[src/rtl/pwm_lock_pkg.sv]
package pwm_lock_pkg;

    localparam int unsigned ADDR_W = 4;

    localparam logic [1:0] REG_COUNT  = 2'd0;
    localparam logic [1:0] REG_PERIOD = 2'd1;
    localparam logic [1:0] REG_DUTY   = 2'd2;
    localparam logic [1:0] REG_CTRL   = 2'd3;

    localparam logic [1:0] MODE_CONT = 2'b01;

    typedef struct packed {
        logic       lp_off;    // bit 8
        logic       lock;      // bit 6
        logic       align;     // bit 5
        logic       idle_pol;  // bit 4
        logic       duty_pol;  // bit 3
        logic [1:0] mode;      // bits 2:1
        logic       en;        // bit 0
    } ctrl_t;

    localparam ctrl_t CTRL_RST = '{lp_off: 1'b0, lock: 1'b0, align: 1'b0,
                                   idle_pol: 1'b1, duty_pol: 1'b1,
                                   mode: 2'b00, en: 1'b0};

    function automatic ctrl_t ctrl_unpack(input logic [31:0] w);
        ctrl_t c;
        c.en       = w[0];
        c.mode     = w[2:1];
        c.duty_pol = w[3];
        c.idle_pol = w[4];
        c.align    = w[5];
        c.lock     = w[6];
        c.lp_off   = w[8];
        return c;
    endfunction

    function automatic logic [31:0] ctrl_pack(input ctrl_t c);
        logic [31:0] w;
        w      = '0;
        w[0]   = c.en;
        w[2:1] = c.mode;
        w[3]   = c.duty_pol;
        w[4]   = c.idle_pol;
        w[5]   = c.align;
        w[6]   = c.lock;
        w[8]   = c.lp_off;
        return w;
    endfunction

endpackage

[src/rtl/pwm_regs.sv]
module pwm_regs
    import pwm_lock_pkg::*;
#(
    parameter int unsigned DATA_W = 32,
    parameter int unsigned CNT_W  = 32
) (
    input  logic              clk,
    input  logic              rst_n,
    input  logic              wr_en,
    input  logic [ADDR_W-1:0] addr,
    input  logic [DATA_W-1:0] wdata,
    input  logic [CNT_W-1:0]  cnt_val,
    output ctrl_t             ctrl,
    output logic [CNT_W-1:0]  period_pend,
    output logic [CNT_W-1:0]  duty_pend,
    output logic [DATA_W-1:0] rdata
);

    localparam int unsigned WORD_LSB = 2;

    typedef struct packed {
        ctrl_t            ctrl;
        logic [CNT_W-1:0] period;
        logic [CNT_W-1:0] duty;
    } regs_t;

    regs_t st_d, st_q;
    logic  aligned;
    logic [1:0] word_sel;

    assign aligned  = (addr[WORD_LSB-1:0] == '0);
    assign word_sel = addr[ADDR_W-1:WORD_LSB];

    always_comb begin
        st_d = st_q;
        if (wr_en && aligned) begin
            case (word_sel)
                REG_PERIOD: st_d.period = wdata[CNT_W-1:0];
                REG_DUTY:   st_d.duty   = wdata[CNT_W-1:0];
                REG_CTRL:   st_d.ctrl   = ctrl_unpack(wdata);
                default:    st_d        = st_q;   // counter is read-only
            endcase
        end
    end

    always_ff @(posedge clk or negedge rst_n) begin
        if (!rst_n) begin
            st_q.ctrl   <= CTRL_RST;
            st_q.period <= '0;
            st_q.duty   <= '0;
        end else begin
            st_q <= st_d;
        end
    end

    always_comb begin
        rdata = '0;
        case (word_sel)
            REG_COUNT:  rdata[CNT_W-1:0] = cnt_val;
            REG_PERIOD: rdata[CNT_W-1:0] = st_q.period;
            REG_DUTY:   rdata[CNT_W-1:0] = st_q.duty;
            default:    rdata            = ctrl_pack(st_q.ctrl);
        endcase
    end

    assign ctrl        = st_q.ctrl;
    assign period_pend = st_q.period;
    assign duty_pend   = st_q.duty;

endmodule

[src/rtl/pwm_shadow.sv]
module pwm_shadow #(
    parameter int unsigned CNT_W = 32
) (
    input  logic             clk,
    input  logic             rst_n,
    input  logic             load,
    input  logic [CNT_W-1:0] period_in,
    input  logic [CNT_W-1:0] duty_in,
    input  logic             dpol_in,
    input  logic             ipol_in,
    output logic [CNT_W-1:0] period_q,
    output logic [CNT_W-1:0] duty_q,
    output logic             dpol_q,
    output logic             ipol_q,
    output logic [CNT_W-1:0] duty_nx,
    output logic             dpol_nx,
    output logic             ipol_nx
);

    typedef struct packed {
        logic [CNT_W-1:0] period;
        logic [CNT_W-1:0] duty;
        logic             dpol;
        logic             ipol;
    } act_t;

    act_t st_d, st_q;

    always_comb begin
        st_d = st_q;
        if (load) begin
            st_d.period = period_in;
            st_d.duty   = duty_in;
            st_d.dpol   = dpol_in;
            st_d.ipol   = ipol_in;
        end
    end

    always_ff @(posedge clk or negedge rst_n) begin
        if (!rst_n) begin
            st_q.period <= '0;
            st_q.duty   <= '0;
            st_q.dpol   <= 1'b1;
            st_q.ipol   <= 1'b1;
        end else begin
            st_q <= st_d;
        end
    end

    assign period_q = st_q.period;
    assign duty_q   = st_q.duty;
    assign dpol_q   = st_q.dpol;
    assign ipol_q   = st_q.ipol;
    assign duty_nx  = st_d.duty;
    assign dpol_nx  = st_d.dpol;
    assign ipol_nx  = st_d.ipol;

endmodule

[src/rtl/pwm_core.sv]
module pwm_core #(
    parameter int unsigned CNT_W = 32
) (
    input  logic             clk,
    input  logic             rst_n,
    input  logic             run_req,
    input  logic [CNT_W-1:0] period_q,
    input  logic [CNT_W-1:0] duty_nx,
    input  logic             dpol_nx,
    input  logic             ipol_nx,
    output logic [CNT_W-1:0] cnt,
    output logic             running,
    output logic             boundary,
    output logic             pwm_out
);

    typedef struct packed {
        logic [CNT_W-1:0] cnt;
        logic             run;
        logic             out;
    } core_t;

    core_t st_d, st_q;
    logic  wrap;

    // a period ends when the next count would reach the period value
    assign wrap     = st_q.run && (({1'b0, st_q.cnt} + 1'b1) >= {1'b0, period_q});
    assign boundary = !st_q.run || wrap;

    always_comb begin
        st_d     = st_q;
        st_d.run = run_req;
        if (run_req && st_q.run && !wrap) begin
            st_d.cnt = st_q.cnt + 1'b1;
        end else begin
            st_d.cnt = '0;
        end
        if (run_req) begin
            st_d.out = (st_d.cnt < duty_nx) ? dpol_nx : !dpol_nx;
        end else begin
            st_d.out = ipol_nx;
        end
    end

    always_ff @(posedge clk or negedge rst_n) begin
        if (!rst_n) begin
            st_q.cnt <= '0;
            st_q.run <= 1'b0;
            st_q.out <= 1'b1;
        end else begin
            st_q <= st_d;
        end
    end

    assign cnt     = st_q.cnt;
    assign running = st_q.run;
    assign pwm_out = st_q.out;

endmodule

[src/rtl/pwm_lock_timer.sv]
module pwm_lock_timer
    import pwm_lock_pkg::*;
#(
    parameter int unsigned DATA_W = 32,
    parameter int unsigned CNT_W  = 32
) (
    input  logic              clk,
    input  logic              rst_n,
    input  logic              bus_wr_en,
    input  logic [ADDR_W-1:0] bus_addr,
    input  logic [DATA_W-1:0] bus_wdata,
    output logic [DATA_W-1:0] bus_rdata,
    output logic              pwm_out
);

    ctrl_t            ctrl_q;
    logic [CNT_W-1:0] period_pend, duty_pend;
    logic [CNT_W-1:0] act_period, act_duty, duty_nx;
    logic             act_dpol, act_ipol, dpol_nx, ipol_nx;
    logic [CNT_W-1:0] core_cnt;
    logic             core_run, core_boundary;
    logic             run_req, shadow_load, lock_bit;

    assign lock_bit    = ctrl_q.lock;
    assign run_req     = ctrl_q.en && (ctrl_q.mode == MODE_CONT);
    assign shadow_load = core_boundary && !lock_bit;

    pwm_regs #(.DATA_W(DATA_W), .CNT_W(CNT_W)) u_regs (
        .clk         (clk),
        .rst_n       (rst_n),
        .wr_en       (bus_wr_en),
        .addr        (bus_addr),
        .wdata       (bus_wdata),
        .cnt_val     (core_cnt),
        .ctrl        (ctrl_q),
        .period_pend (period_pend),
        .duty_pend   (duty_pend),
        .rdata       (bus_rdata)
    );

    pwm_shadow #(.CNT_W(CNT_W)) u_shadow (
        .clk       (clk),
        .rst_n     (rst_n),
        .load      (shadow_load),
        .period_in (period_pend),
        .duty_in   (duty_pend),
        .dpol_in   (ctrl_q.duty_pol),
        .ipol_in   (ctrl_q.idle_pol),
        .period_q  (act_period),
        .duty_q    (act_duty),
        .dpol_q    (act_dpol),
        .ipol_q    (act_ipol),
        .duty_nx   (duty_nx),
        .dpol_nx   (dpol_nx),
        .ipol_nx   (ipol_nx)
    );

    pwm_core #(.CNT_W(CNT_W)) u_core (
        .clk      (clk),
        .rst_n    (rst_n),
        .run_req  (run_req),
        .period_q (act_period),
        .duty_nx  (duty_nx),
        .dpol_nx  (dpol_nx),
        .ipol_nx  (ipol_nx),
        .cnt      (core_cnt),
        .running  (core_run),
        .boundary (core_boundary),
        .pwm_out  (pwm_out)
    );

endmodule

[config.mk]
export PLATFORM = sky130hd
export DESIGN_NAME = pwm_lock_timer
export DESIGN_NICKNAME = d
export VERILOG_FILES = /design/src/rtl/pwm_lock_pkg.sv /design/src/rtl/pwm_regs.sv /design/src/rtl/pwm_shadow.sv /design/src/rtl/pwm_core.sv /design/src/rtl/pwm_lock_timer.sv
export SDC_FILE = /design/constraint.sdc
export NUM_CORES = 1
export LEC_CHECK = 0
export ABC_CLOCK_PERIOD_IN_PS = 12600
export BUFFER_PORTS_ARGS = -buffer_cell sky130_fd_sc_hd__buf_2
export CAP_MARGIN = 20
export CORE_ASPECT_RATIO = 0.5
export CORE_MARGIN = 3
export CORE_UTILIZATION = 51
export DETAILED_ROUTE_END_ITERATION = 16
export PLACE_DENSITY = 0.7
export SLEW_MARGIN = 15
export SYNTH_ARGS = -nofsm -noshare
export SYNTH_HDL_FRONTEND = slang
export SYNTH_SLANG_ARGS = --single-unit
[constraint.sdc]
create_clock -name clk -period 12.6 [get_ports clk]
set_input_delay 0.63 -clock clk [delete_from_list [all_inputs] [get_ports clk]]
set_output_delay 0.63 -clock clk [all_outputs]
set_load 0.005 [all_outputs]
==> impl_results.md <==
- Most used cell, CP: a21o_1
- DR vias: between 6000 and 7000
- Number of global-route vias before repair: 6385
- Worst R2R Path Depth: 23
- Run status: finished, final reports clean
- Share of the yosys chip area belonging to registers: 0.473
- Critical Path End Type: register
- Dpl hpwl: around 14000 um
- CP max stage delay: 0.85 ns
- Sink Count: roughly 170
- CTS resizes: 0
- Nets: around 950
- Maximum clock frequency: between 100 and 150 MHz
- Synth top area share: 0.458
- FF-to-FF setup slack: approximately 5.4 ns
- Max-Cap Viols: 0
- Unrepaired setup endpoints after global routing: no
- Worst slew margin: 0.0887
- CP Cell Sequence: nand4_4, nor4_1, and2_0, nand4_1, xnor2_1, ha_1, and4_1, a221oi_1, o32ai_1, o31ai_4, buf_4, buf_4, mux2i_1, ha_1, a21o_1, a21o_1, a211oi_1, o21bai_1, a21o_1, a221oi_1, a21o_1, nand3_1, o31ai_2
- Mapped Cells: a little under 800
- DRC Markers: 0
- Crit path max-delay cell type: nor4_1
- Starting Density: 0.539
- Total Power: roughly 1800 uW
- Req. time, crit path: roughly 13 ns
- # rows: 33
- Unique masters post-synth: a little over 50
- DRT Wirelength: between 20000 and 25000 um
- CTS max path bufs: 2
- Hold-fix buffers, CTS: 0
- Power density over the cells: approximately 180 nW/um^2
- Hold_ws: roughly 0.35 ns
- Gr usage total: 0.219
- Syn_nets: 881
- Top FF cell, synth: dfrtp_1
- Diode count: 0
- Syn_area_per_cell: around 12 sq um
- Final worst path period share: 0.571
- Crit path DAT: 7.54 ns
- First-iteration detailed-routing DRC count: about 230
- TritonCTS clock tree: built
- Initial antenna violation count: 0
- Area Growth Syn to Fin: 13.3%
- Yosys warns: 0
- Worst-path clk slew: around 0.07 ns
- Share of cells above drive strength 1: 0.273
- Die Wd: between 150 and 200 um
- Critical path startpoint category: register
- Post-layout min period: roughly 7.2 ns
- Worst R2R Start: u_core.cnt[3]
- Ys async rst share: 1.00
- Worst hold path class: input pin to asynchronous set/reset pin
- Synth top area cells: dfrtp_1, mux2_2, ha_1, mux2i_1, inv_1
- Vias per cell: 5.60
- CTS H-tree depth: 4
- CP Buf/Inv Count: 2
- Port-buffer cells: 71
- GRT overflow: 0
- Clk_skew: 0.00999 ns
- Cell family with most CP delay: compound AO/OA/AOI/OAI gates
- Post-CTS Setup Inserts: 0
- Crit path kind: register to register
- Die Footprint: between 15000 and 20000 sq um
- Clk_lat worst skew: 0.43 ns
- VDD IR max: 0.115 mV
- Pins Over Slew Limit: 0
- Synth cell count leaders: dfrtp_1, mux2_2, inv_1, ha_1, mux2i_1
- Final weighted congestion in routability-driven placement: 0.836
- Synth Register Bits: 172
- Leakage: 0.00525 uW
- Dominant cell type by area after synthesis: dfrtp_1
- Worst Tran Pin Value: 1.33 ns
- Largest net degree at the start of global routing: approximately 110
- Core area: approximately 17000 sq um
- IO Pins: 72
- Chip height: 101 um
- 1st-pass router iterations: 4
- Synthesized area: 9120 sq um
- FF-to-FF End: u_core.pwm_out
- Setup TNS: 0 ns
- Final hold violation count: 0
- Clock Tree Root: clkbuf_16
- Most numerous cell in the Yosys netlist: dfrtp_1
- Final setup viols: 0
- Post-synth EDFFs: 0
- Worst-path fanout max: 34
- Routed len/inst: between 15 and 20 um
- Routed Antenna Nets: 0
- Global-route wire length before repair: ~34000 um
- Total CTS buffers: 17
[sequential cells by signal (all words and copies together) (netlist names)]
signal and count:
u_shadow.dpol_q 1, u_shadow.period_q 32, u_core.pwm_out 1, u_regs.ctrl 8
u_regs.period_pend 32, u_core.cnt 32, u_shadow.duty_q 32, u_core.running 1
u_regs.duty_pend 32, u_shadow.ipol_q 1
[metal layers]
layer	GRT usage	share of wire
met1	0.316	0.50
met2	0.348	0.46
met3	0.0404	0.038
met4	0.0542	0.0096
met5	0	0
[kinds of logic (layout without fill, tap and decap cells)]
group | count (synthesis) | count (layout) | synth area share
buffers and inverters | 100 | 183 | 0.0434
AOI/OAI and AO/OA | 83 | 83 | 0.0578
muxes | 170 | 170 | 0.214
adders and majority gates | 64 | 64 | 0.0878
and+or+nand+nor | 159 | 159 | 0.0958
DFF | 172 | 172 | 0.473
xor gates and xnor gates | 30 | 30 | 0.0288
[through the flow]
stage	setup WS [ns]	instance area, sq um	utilization	instances
finish	5.41	10300	0.610	1088
global route	4.98	10300	0.610	1088
CTS	5.45	10300	0.609	1087
detailed placement	5.49	9720	0.574	1055
global placement	5.75	9720	0.574	1055
floorplan	7.00	9120	-	778
[cell usage in the layout, fill, tap and decap left out, drive strengths merged, types with 2 or more instances in the layout]
cell        n
a21o       13
and4        5
mux4        8
nand4      18
a221oi      2
nand3      22
and3       24
xor2        7
nor4        4
ha         64
xnor2      23
nor2       15
o31ai       2
a21oi      20
nand2      48
nor2b      10
bufinv      2
clkinvlp    2
nor3        4
mux2i      53
dfrtp     167
a211oi      3
inv        74
mux2      109
o21a        2
nand2b      2
a211o       2
buf        81
clkbuf     18
nand3b      2
o21ai      33
dfstp       5
clkinv      6
[power breakdown]
part	total (uW)	internal [uW]	leakage, uW	switching [uW]
Sequential	796	713	0.00216	83.6
Combinational	483	226	0.00281	256
Clock	531	296	0.000283	235
Total	1810	1240	0.00525	574
[how the worst max path moves through the flow]
stage / start / end / slack (ns) / cells past startpoint
global placement: u_core.cnt[3] / u_core.pwm_out / 5.75 / 23
finish: u_core.cnt[3] / u_core.pwm_out / 5.41 / 23
detailed placement: u_core.cnt[3] / u_core.pwm_out / 5.49 / 23
global route: u_core.cnt[3] / u_core.pwm_out / 4.98 / 23
floorplan: u_core.cnt[0] / u_core.pwm_out / 7.00 / 26
CTS: u_core.cnt[2] / u_core.pwm_out / 5.45 / 23
[final cells by class]
cell class              instances  area [sq um]
fillers                      1414          6600
multi-input cells             506          4440
flip-flops and latches        172          4310
repair buffers                 81           449
clock buffers                  18           429
well taps                     227           284
inverters                      70           263
clock inverters                14           161
[worst register-to-register path: stages, from the launching register on]
cell	delay, ns
dfrtp_1	0.49
nand4_4	0.18
nor4_1	0.85
and2_0	0.48
nand4_1	0.18
xnor2_1	0.22
ha_1	0.28
and4_1	0.21
a221oi_1	0.31
o32ai_1	0.21
o31ai_4	0.28
buf_4	0.47
buf_4	0.56
mux2i_1	0.32
ha_1	0.27
a21o_1	0.16
a21o_1	0.17
a211oi_1	0.24
o21bai_1	0.11
a21o_1	0.18
a221oi_1	0.46
a21o_1	0.18
nand3_1	0.08
o31ai_2	0.23
Power figures use the tool's default switching activity.
